===== src/rtl/gpio_bank_pkg.sv =====
`timescale 1ns/1ps
package gpio_bank_pkg;
  localparam int WORD_W = 32;

  typedef enum logic [2:0] {
    CSR_ENABLE = 3'd0,
    CSR_OUT    = 3'd1,
    CSR_DIR    = 3'd2,
    CSR_IN     = 3'd3,
    CSR_MASK   = 3'd4,
    CSR_PEND   = 3'd5,
    CSR_EDGE   = 3'd6
  } csr_code_e;

  // register bit for a pin, -1 when the pin has no bit
  function automatic int pin_slot(bit remap, int pin, int nbit);
    int b;
    if (!remap)          b = pin;
    else if (pin <= 27)  b = pin + 4;
    else if (pin <= 33)  b = -1;
    else if (pin <= 97)  b = pin - 2;
    else if (pin <= 101) b = 101 - pin;
    else                 b = -1;
    if (b >= nbit) b = -1;
    return b;
  endfunction

  function automatic int slot_pin(bit remap, int npins, int nbit, int slot);
    int p;
    p = -1;
    for (int i = 0; i < npins; i++)
      if (pin_slot(remap, i, nbit) == slot) p = i;
    return p;
  endfunction
endpackage


===== src/rtl/gpio_sync.sv =====
`timescale 1ns/1ps
module gpio_sync #(
  parameter int W = 1
) (
  input  logic         clk_i,
  input  logic         rst_ni,
  input  logic [W-1:0] d_i,
  output logic [W-1:0] q_o
);
  logic [W-1:0] s1_q, s2_q;

  always_ff @(posedge clk_i or negedge rst_ni) begin
    if (!rst_ni) begin
      s1_q <= '0;
      s2_q <= '0;
    end else begin
      s1_q <= d_i;
      s2_q <= s1_q;
    end
  end

  assign q_o = s2_q;
endmodule


===== src/rtl/gpio_pin_map.sv =====
`timescale 1ns/1ps
module gpio_pin_map
  import gpio_bank_pkg::*;
#(
  parameter int NUM_PINS = 102,
  parameter int NBIT     = 128,
  parameter bit REMAP    = 1'b0
) (
  input  logic [NBIT-1:0]     out_bits_i,
  input  logic [NBIT-1:0]     oe_bits_i,
  input  logic [NUM_PINS-1:0] pin_i,
  output logic [NUM_PINS-1:0] pin_o,
  output logic [NUM_PINS-1:0] pin_oe_o,
  output logic [NBIT-1:0]     in_bits_o,
  output logic [NBIT-1:0]     valid_o
);
  for (genvar n = 0; n < NUM_PINS; n++) begin : g_pin
    localparam int S = pin_slot(REMAP, n, NBIT);
    if (S >= 0) begin : g_map
      assign pin_o[n]    = out_bits_i[S];
      assign pin_oe_o[n] = oe_bits_i[S];
    end else begin : g_none
      assign pin_o[n]    = 1'b0;
      assign pin_oe_o[n] = 1'b0;
    end
  end

  for (genvar b = 0; b < NBIT; b++) begin : g_slot
    localparam int P = slot_pin(REMAP, NUM_PINS, NBIT, b);
    if (P >= 0) begin : g_map
      assign in_bits_o[b] = pin_i[P];
      assign valid_o[b]   = 1'b1;
    end else begin : g_none
      assign in_bits_o[b] = 1'b0;
      assign valid_o[b]   = 1'b0;
    end
  end

  logic unused_bits;
  assign unused_bits = ^((out_bits_i | oe_bits_i) & ~valid_o);
endmodule


===== src/rtl/gpio_csr.sv =====
`timescale 1ns/1ps
module gpio_csr
  import gpio_bank_pkg::*;
#(
  parameter int NUM_BANKS  = 4,
  parameter int BANK_W     = 2,
  parameter bit HAS_ENABLE = 1'b1,
  parameter bit HAS_EDGE   = 1'b1,
  localparam int NBIT      = NUM_BANKS * WORD_W,
  localparam int ADDR_W    = 3 + BANK_W
) (
  input  logic              clk_i,
  input  logic              rst_ni,
  input  logic              req_i,
  input  logic              we_i,
  input  logic [ADDR_W-1:0] addr_i,
  input  logic [WORD_W-1:0] wdata_i,
  output logic [WORD_W-1:0] rdata_o,
  input  logic [NBIT-1:0]   valid_i,
  input  logic [NBIT-1:0]   in_bits_i,
  input  logic [NBIT-1:0]   pend_i,
  output logic [NBIT-1:0]   en_o,
  output logic [NBIT-1:0]   out_o,
  output logic [NBIT-1:0]   dir_o,
  output logic [NBIT-1:0]   mask_o,
  output logic [NBIT-1:0]   edge_o,
  output logic [NBIT-1:0]   clr_o
);
  csr_code_e         sel;
  logic [BANK_W-1:0] bank;
  logic              bank_ok, wr;
  logic [WORD_W-1:0] rd_word [NUM_BANKS];

  assign sel     = csr_code_e'(addr_i[ADDR_W-1 -: 3]);
  assign bank    = addr_i[BANK_W-1:0];
  assign bank_ok = (int'(bank) < NUM_BANKS);
  assign wr      = req_i && we_i && bank_ok;

  for (genvar k = 0; k < NUM_BANKS; k++) begin : g_bank
    logic [WORD_W-1:0] v, out_q, dir_q, mask_q, en_rd, edge_rd, merged;
    logic              hit;

    assign v      = valid_i[k*WORD_W +: WORD_W];
    assign hit    = wr && (bank == BANK_W'(k));
    // bits without a pin keep their value
    assign merged = wdata_i & v;

    always_ff @(posedge clk_i or negedge rst_ni) begin
      if (!rst_ni) begin
        out_q  <= '0;
        dir_q  <= v;
        mask_q <= '0;
      end else if (hit) begin
        if (sel == CSR_OUT)  out_q  <= merged | (out_q & ~v);
        if (sel == CSR_DIR)  dir_q  <= merged | (dir_q & ~v);
        if (sel == CSR_MASK) mask_q <= merged | (mask_q & ~v);
      end
    end

    if (HAS_ENABLE) begin : g_en
      logic [WORD_W-1:0] en_q;
      always_ff @(posedge clk_i or negedge rst_ni) begin
        if (!rst_ni)                       en_q <= '0;
        else if (hit && sel == CSR_ENABLE) en_q <= merged | (en_q & ~v);
      end
      assign en_rd = en_q;
      assign en_o[k*WORD_W +: WORD_W] = en_q;
    end else begin : g_no_en
      assign en_rd = '0;
      assign en_o[k*WORD_W +: WORD_W] = v;
    end

    if (HAS_EDGE) begin : g_edge
      logic [WORD_W-1:0] edge_q;
      always_ff @(posedge clk_i or negedge rst_ni) begin
        if (!rst_ni)                     edge_q <= '0;
        else if (hit && sel == CSR_EDGE) edge_q <= merged | (edge_q & ~v);
      end
      assign edge_rd = edge_q;
    end else begin : g_no_edge
      assign edge_rd = '0;
    end

    assign out_o [k*WORD_W +: WORD_W] = out_q;
    assign dir_o [k*WORD_W +: WORD_W] = dir_q;
    assign mask_o[k*WORD_W +: WORD_W] = mask_q;
    assign edge_o[k*WORD_W +: WORD_W] = edge_rd;
    assign clr_o [k*WORD_W +: WORD_W] = (hit && sel == CSR_PEND) ? (~wdata_i & v) : '0;

    always_comb begin
      case (sel)
        CSR_ENABLE: rd_word[k] = en_rd;
        CSR_OUT:    rd_word[k] = out_q;
        CSR_DIR:    rd_word[k] = dir_q;
        CSR_IN:     rd_word[k] = in_bits_i[k*WORD_W +: WORD_W];
        CSR_MASK:   rd_word[k] = mask_q;
        CSR_PEND:   rd_word[k] = pend_i[k*WORD_W +: WORD_W];
        CSR_EDGE:   rd_word[k] = edge_rd;
        default:    rd_word[k] = '0;
      endcase
    end
  end

  always_ff @(posedge clk_i or negedge rst_ni) begin
    if (!rst_ni)                   rdata_o <= '0;
    else if (req_i && !we_i)       rdata_o <= bank_ok ? rd_word[bank] : '0;
  end

  // storage behind missing pins stays cleared
  p_unmapped_idle_r9: assert property (@(posedge clk_i) disable iff (!rst_ni)
    ((out_o | dir_o | mask_o | edge_o) & ~valid_i) == '0);
endmodule


===== src/rtl/gpio_irq.sv =====
`timescale 1ns/1ps
module gpio_irq #(
  parameter int NBIT     = 128,
  parameter bit HAS_EDGE = 1'b1
) (
  input  logic            clk_i,
  input  logic            rst_ni,
  input  logic [NBIT-1:0] cur_i,
  input  logic [NBIT-1:0] valid_i,
  input  logic [NBIT-1:0] en_i,
  input  logic [NBIT-1:0] dir_i,
  input  logic [NBIT-1:0] mask_i,
  input  logic [NBIT-1:0] edge_i,
  input  logic [NBIT-1:0] clr_i,
  output logic [NBIT-1:0] pend_o
);
  logic [NBIT-1:0] hit, arm, pend_q;

  assign arm = en_i & dir_i & ~mask_i & valid_i;

  if (HAS_EDGE) begin : g_edge
    logic [NBIT-1:0] prev_q;
    always_ff @(posedge clk_i or negedge rst_ni) begin
      if (!rst_ni) prev_q <= '0;
      else         prev_q <= cur_i;
    end
    assign hit = (edge_i & cur_i & ~prev_q) | (~edge_i & ~cur_i & prev_q);
  end else begin : g_level
    logic unused_edge;
    assign unused_edge = ^edge_i;
    assign hit = cur_i;
  end

  // set wins over a same-cycle clear
  always_ff @(posedge clk_i or negedge rst_ni) begin
    if (!rst_ni) pend_q <= '0;
    else         pend_q <= (pend_q & ~clr_i) | (hit & arm);
  end

  assign pend_o = pend_q;

  // a pending bit only drops after a clearing write
  p_clear_by_write_r6: assert property (@(posedge clk_i) disable iff (!rst_ni)
    ($past(pend_q) & ~pend_q & ~$past(clr_i)) == '0);
  // a pending bit only rises on an armed pin
  p_set_needs_arm_r10: assert property (@(posedge clk_i) disable iff (!rst_ni)
    (~$past(pend_q) & pend_q & ~$past(arm)) == '0);
  // bits without a pin never pend
  p_pend_mapped_r9: assert property (@(posedge clk_i) disable iff (!rst_ni)
    (pend_q & ~valid_i) == '0);
endmodule


===== src/rtl/gpio_banked.sv =====
`timescale 1ns/1ps
module gpio_banked
  import gpio_bank_pkg::*;
#(
  parameter int NUM_PINS   = 102,
  parameter bit REMAP      = 1'b0,
  parameter bit HAS_ENABLE = 1'b1,
  parameter bit HAS_EDGE   = 1'b1,
  localparam int NUM_BANKS = (NUM_PINS + WORD_W - 1) / WORD_W,
  localparam int BANK_W    = (NUM_BANKS > 1) ? $clog2(NUM_BANKS) : 1,
  localparam int ADDR_W    = 3 + BANK_W
) (
  input  logic                clk_i,
  input  logic                rst_ni,
  input  logic                req_i,
  input  logic                we_i,
  input  logic [ADDR_W-1:0]   addr_i,
  input  logic [WORD_W-1:0]   wdata_i,
  output logic [WORD_W-1:0]   rdata_o,
  input  logic [NUM_PINS-1:0] gpio_i,
  output logic [NUM_PINS-1:0] gpio_o,
  output logic [NUM_PINS-1:0] gpio_oe_o,
  output logic                irq_o
);
  localparam int NBIT = NUM_BANKS * WORD_W;

  logic [NUM_PINS-1:0] pin_sync;
  logic [NBIT-1:0] in_bits, valid, en, out, dir, mask, edge_sel, clr, pend, oe_bits;
  logic            irq_q;

  gpio_sync #(.W(NUM_PINS)) u_sync (
    .clk_i, .rst_ni, .d_i(gpio_i), .q_o(pin_sync)
  );

  assign oe_bits = en & ~dir;

  gpio_pin_map #(.NUM_PINS(NUM_PINS), .NBIT(NBIT), .REMAP(REMAP)) u_map (
    .out_bits_i(out), .oe_bits_i(oe_bits), .pin_i(pin_sync),
    .pin_o(gpio_o), .pin_oe_o(gpio_oe_o), .in_bits_o(in_bits), .valid_o(valid)
  );

  gpio_csr #(.NUM_BANKS(NUM_BANKS), .BANK_W(BANK_W),
             .HAS_ENABLE(HAS_ENABLE), .HAS_EDGE(HAS_EDGE)) u_csr (
    .clk_i, .rst_ni, .req_i, .we_i, .addr_i, .wdata_i, .rdata_o,
    .valid_i(valid), .in_bits_i(in_bits), .pend_i(pend),
    .en_o(en), .out_o(out), .dir_o(dir), .mask_o(mask), .edge_o(edge_sel), .clr_o(clr)
  );

  gpio_irq #(.NBIT(NBIT), .HAS_EDGE(HAS_EDGE)) u_irq (
    .clk_i, .rst_ni, .cur_i(in_bits), .valid_i(valid), .en_i(en), .dir_i(dir),
    .mask_i(mask), .edge_i(edge_sel), .clr_i(clr), .pend_o(pend)
  );

  always_ff @(posedge clk_i or negedge rst_ni) begin
    if (!rst_ni) irq_q <= 1'b0;
    else         irq_q <= |pend;
  end

  assign irq_o = irq_q;

  // interrupt tracks pending bits one cycle later
  p_irq_rise_r8: assert property (@(posedge clk_i) disable iff (!rst_ni)
    (|pend) |=> irq_o);
  p_irq_fall_r8: assert property (@(posedge clk_i) disable iff (!rst_ni)
    !(|pend) |=> !irq_o);
endmodule


===== config.mk =====
export PLATFORM = sky130hd
export DESIGN_NAME = gpio_banked
export DESIGN_NICKNAME = d
export VERILOG_FILES = /design/src/rtl/gpio_bank_pkg.sv /design/src/rtl/gpio_sync.sv /design/src/rtl/gpio_pin_map.sv /design/src/rtl/gpio_csr.sv /design/src/rtl/gpio_irq.sv /design/src/rtl/gpio_banked.sv
export SDC_FILE = /design/constraint.sdc
export NUM_CORES = 1
export LEC_CHECK = 0
export ABC_AREA = 1
export BUFFER_PORTS_ARGS = -buffer_cell sky130_fd_sc_hd__buf_2
export CAP_MARGIN = 15
export CELL_PAD_IN_SITES_DETAIL_PLACEMENT = 1
export CELL_PAD_IN_SITES_GLOBAL_PLACEMENT = 1
export CORE_MARGIN = 4
export CORE_UTILIZATION = 45
export DETAILED_ROUTE_END_ITERATION = 10
export GPL_ROUTABILITY_DRIVEN = 0
export MAX_ROUTING_LAYER = met4
export PLACE_DENSITY = 0.83
export SLEW_MARGIN = 20
export SYNTH_ARGS = -nofsm -noshare
export SYNTH_HDL_FRONTEND = slang
export SYNTH_SLANG_ARGS = --single-unit

===== constraint.sdc =====
create_clock -name clk_i -period 1.3 [get_ports clk_i]
set_input_delay 0.26 -clock clk_i [delete_from_list [all_inputs] [get_ports clk_i]]
set_output_delay 0.26 -clock clk_i [all_outputs]
set_load 0.02 [all_outputs]

==> results of run 1 <==
==> synthesized netlist by cell type (all sizes together) <==
cell type	instances	area, sq um
nand3	110	551
o31ai	12	90.1
nor2	428	1610
clkinv	2	7.51
dfrtp	849	21200
inv	375	1410
nor3	14	103
a21oi	136	681
nand4	194	1210
clkbuf	158	593
nor4	24	150
o22ai	4	25.0
o21ai	938	4690
buf	115	638
nand3b	1	7.51
o21a	17	128
dfstp	102	2680
o41ai	21	184
and2	1	6.26
nand2	1227	4660
==> routing by layer <==
metal | overflow | global-route usage
met4 | 149 | 0.826
met2 | 206 | 0.943
met1 | 28 | 0.828
met3 | 19 | 0.745
met5 | - | -
==> kinds of logic after synthesis <==
logic type      after synthesis  share of synthesized area
simple gates               1999                      0.204
compound gates             1128                      0.143
buf+inv                     650                     0.0651
flops                       951                      0.588
==> per-stage QoR <==
| stage | setup WS (ps) | std cells |
|---|---|---|
| after floorplan | -142 | 4728 |
| after global placement | -614 | 6446 |
| after detailed placement | -614 | 6446 |
| after CTS | -467 | 7074 |
==> what timing repair did <==
item,CTS
setup buffers,308
hold endpoints to repair,864
pin swaps,99
endpoints found under the setup margin,247
hold buffers,137
resized for setup,714
==> flow_metrics.tcl, run 1 <==
set metrics [dict create \
    dpl_cell_area_sq_um 47800 \
    cts.sinks 951 \
    io_pins 380 \
    initial_core_util 0.453 \
    cts.path.max_buffers 3 \
    antenna_found_initial 56 \
    syn_inst 4728 \
    portBuffers 379 \
    die_x_um 309 \
    gr-total-overflow 402 \
    worstEndpointType "top-level output" \
    first-error "[ERROR GRT-0232] Routing congestion too high. Check the congestion heatmap in the GUI." \
    root_buffer "clkbuf_16" \
    netlist-cell-type-count 30 \
    synth.avg_cell_area_sq_um 8.60 \
    ys_seq_area_frac 0.588 \
    std_cell_rows 110 \
    cts_made_buffers 104 \
    haltStage "global routing (5_1_grt)" \
    cts_max_level 3 \
    synth-warning-count 0 \
    outcome "aborted with a tool error" \
    syn_area_sq_um 40700 \
    grt_max_degree 85 \
    worst_endpoint "gpio_oe_o[2]" \
    syn-num-nets 4871 \
    hpwl_mm 126 \
    die_h_um 309 \
    track_usage 0.843 \
    yosys_register_bits 951 \
]
==> run 2, diff against run 1 <==
--- a/config.mk
+++ b/config.mk
@@ -8,14 +8,11 @@
 export ABC_AREA = 1
 export BUFFER_PORTS_ARGS = -buffer_cell sky130_fd_sc_hd__buf_2
 export CAP_MARGIN = 15
-export CELL_PAD_IN_SITES_DETAIL_PLACEMENT = 1
-export CELL_PAD_IN_SITES_GLOBAL_PLACEMENT = 1
 export CORE_MARGIN = 4
-export CORE_UTILIZATION = 45
+export CORE_UTILIZATION = 35
 export DETAILED_ROUTE_END_ITERATION = 10
 export GPL_ROUTABILITY_DRIVEN = 0
-export MAX_ROUTING_LAYER = met4
-export PLACE_DENSITY = 0.83
+export PLACE_DENSITY_LB_ADDON = 0.15
 export SLEW_MARGIN = 20
 export SYNTH_ARGS = -nofsm -noshare
 export SYNTH_HDL_FRONTEND = slang
==> run 2 against run 1 <==
Effect of this change:
- the flow now finishes, with violations (setup timing)
- area after synthesis unchanged
- synthesized cell count unchanged
==> flow_metrics.tcl, run 2 <==
set metrics [dict create \
    outcome "finished, violations left" \
    violations "setup timing" \
    power_frac_comb 0.191 \
    io_pins 380 \
    cts_made_buffers 108 \
    crit_buf_inv 2 \
    antennaDiodeCount 0 \
    coreArea_sq_um 115000 \
    peakVddDrop_uv 1250 \
    synth_ff_type "dfrtp_1" \
    place_ws_ps -553 \
    finalSetupTns_ps -68600 \
    cts_max_level 3 \
    min_path_type "primary input to register" \
    initial_core_util 0.354 \
    synth_edf_count 0 \
    start_kind "register" \
    yosys_register_bits 951 \
    power.internal_w 0.0603 \
    r2r_end "irq_o$_DFF_PN0_" \
    finalCritPeriodShare 1.35 \
    hp-start "gpio_i[24]" \
    die_h_um 349 \
    grt_pass1_vias 37600 \
    grt_max_degree 55 \
    worstReg2RegStart "u_irq.pend_o[82]$_DFF_PN0_" \
    p_sw_frac 0.291 \
    root_buffer "clkbuf_16" \
    rrSetupSlack_ps -220 \
    setup_viol 243 \
    syn_area_sq_um 40700 \
    synth-warning-count 0 \
    maxSlewHeadroom 0.577 \
    num_vias 38300 \
    worstSkewPairLatency_ps 710 \
    drtPass1Iterations 7 \
    clkPwrFrac 0.385 \
    syn_inst 4728 \
    seqPwrFrac 0.424 \
    synthTopCellsByCount "nand2_1, dfrtp_1, o21ai_0" \
    ys_seq_area_frac 0.588 \
    cts.sinks 951 \
    switchingPower_w 0.0247 \
    r2r_cells 5 \
    synth_top_area_cell "dfrtp_1" \
    final_max_slew_viol_count 0 \
    drt-total-wl_mm 170 \
    yosysTopAreaCellShare 0.522 \
    std_cell_rows 124 \
    grt_pass1_wl_mm 251 \
    fillers 10600 \
    layout.nets 5950 \
    hold_end "u_sync.s1_q[24]$_DFF_PN0_" \
    fin_skew_ps 24.3 \
    cts.path.max_buffers 3 \
    cp_slowest_cell "dfrtp_1" \
    rsz0062_at_grt "yes" \
    hpwl_mm 116 \
    arrival_ps 1500 \
    max_stage_delay_ps 360 \
    netlist-cell-type-count 30 \
    routedWlPerCell_um 23.0 \
    drc 0 \
    crit_type "register to output pin" \
    area_delta_synth_final_pct 43.5 \
    cp-end-kind "output pin" \
    syn-num-nets 4871 \
    critPathMaxFanout 2 \
    crit_chain "inv_2, nor2_4, buf_6" \
    final-hold-violation-count 0 \
    worstMarginPinSlew_ps 634 \
    whs_path_depth 2 \
    track_usage 0.276 \
    leakagePower_nw 27.0 \
    vias_per_cell 5.16 \
    netlist_top_cells_area "dfrtp_1, nand2_1, o21ai_0" \
    synth.avg_cell_area_sq_um 8.60 \
    layout_common_cells "nand2_1, dfrtp_1, buf_4" \
    synth-async-reset-ratio 1.00 \
    ant_nets 0 \
    drt_iter0_drc 3713 \
    synth_most_common_cell "nand2_1" \
    die_area_sq_um 122000 \
    worstPathRequired_ps 1040 \
    clkTransAtPathRegs_ps 60 \
    min_period_ps 1760 \
    worst_slack_ps -460 \
    fmax_mhz 568 \
    drive_gt1_frac 0.285 \
    portBuffers 379 \
    tritoncts "built" \
    maxCapViolations 0 \
    power_density_nw_per_um2 1460 \
    die_x_um 349 \
    gr-total-overflow 0 \
    layout_commonest_cell "nand2_1" \
    cp_top_family "flip-flops" \
    antenna_found_initial 1 \
]
-- run 2: cell counts after synthesis --
Identical to the previous run, type by type.
-- run 2: power groups by stage --
stage	Sequential [W]	Clock [W]	Combinational (W)
final	0.0361	0.0327	0.0162
after global routing	0.0364	0.0347	0.0176
after CTS	0.0359	0.0334	0.0157
after detailed placement	0.0366	0	0.0115
after global placement	0.0366	0	0.0114
after floorplan	0.0361	0	0.00536
-- run 2: how the worst max path moves through the flow --
stage                                                startpoint                             to  cells after the start
after floorplan                                       addr_i[0]     u_irq.pend_o[64]$_DFF_PN0_                      6
after global placement                                addr_i[4]  u_csr.rdata_o[18]$_DFFE_PN0P_                     10
after detailed placement                              addr_i[4]  u_csr.rdata_o[24]$_DFFE_PN0P_                      9
after CTS                 u_csr.g_bank[0].en_rd[20]$_DFFE_PN0P_                  gpio_oe_o[20]                      3
after global routing      u_csr.g_bank[0].en_rd[20]$_DFFE_PN0P_                  gpio_oe_o[20]                      3
final                     u_csr.g_bank[2].en_rd[27]$_DFFE_PN0P_                  gpio_oe_o[91]                      3
-- run 2: cell type report --
type                            instances  area [sq um]  area share
Clock inverter                         42           649      0.0111
Timing Repair Buffer                 1242         12100       0.206
Inverter                              377          1430      0.0245
Tap cell                             1512          1890      0.0324
Sequential cell                       951         24000       0.410
Clock buffer                          164          3170      0.0543
Multi-Input combinational cell       3127         15200       0.261
-- run 2: logic make-up after synthesis --
kind of cell	share of synthesized area
compound gates	0.143
buf+inv	0.0651
flops	0.588
simple gates	0.204
-- run 2: layer usage --
layer | part of all wire | GRT usage | wire (um)
met1 | 0.44 | 0.387 | 74200
met4 | 0.034 | 0.0888 | 5850
met3 | 0.077 | 0.0474 | 13100
met5 | 0 | 0 | 0
met2 | 0.45 | 0.437 | 77100
-- run 2: timing repair --
action / CTS / global route
hold buffers: 135 / 0
endpoints found under the hold margin: 1123 / 0
setup endpoints to repair: 244 / 266
setup buffers: 287 / 54
cloned: 0 / 0
pin swaps: 79 / 124
gates resized for setup: 710 / 138
-- run 2: stage by stage --
step	area, sq um	hold slack, ps	cells	util	total power [W]
3_5_place_dp	48300	335	6757	0.420	0.0481
2_1_floorplan	41500	-35.6	4728	-	0.0415
3_3_place_gp	48300	332	6757	0.420	0.0480
4_1_cts	57600	131	7365	0.502	0.0849
6_report	58400	176	7415	0.509	0.0850
5_1_grt	58400	169	7415	0.509	0.0886
(Power assumes the default switching activity.)
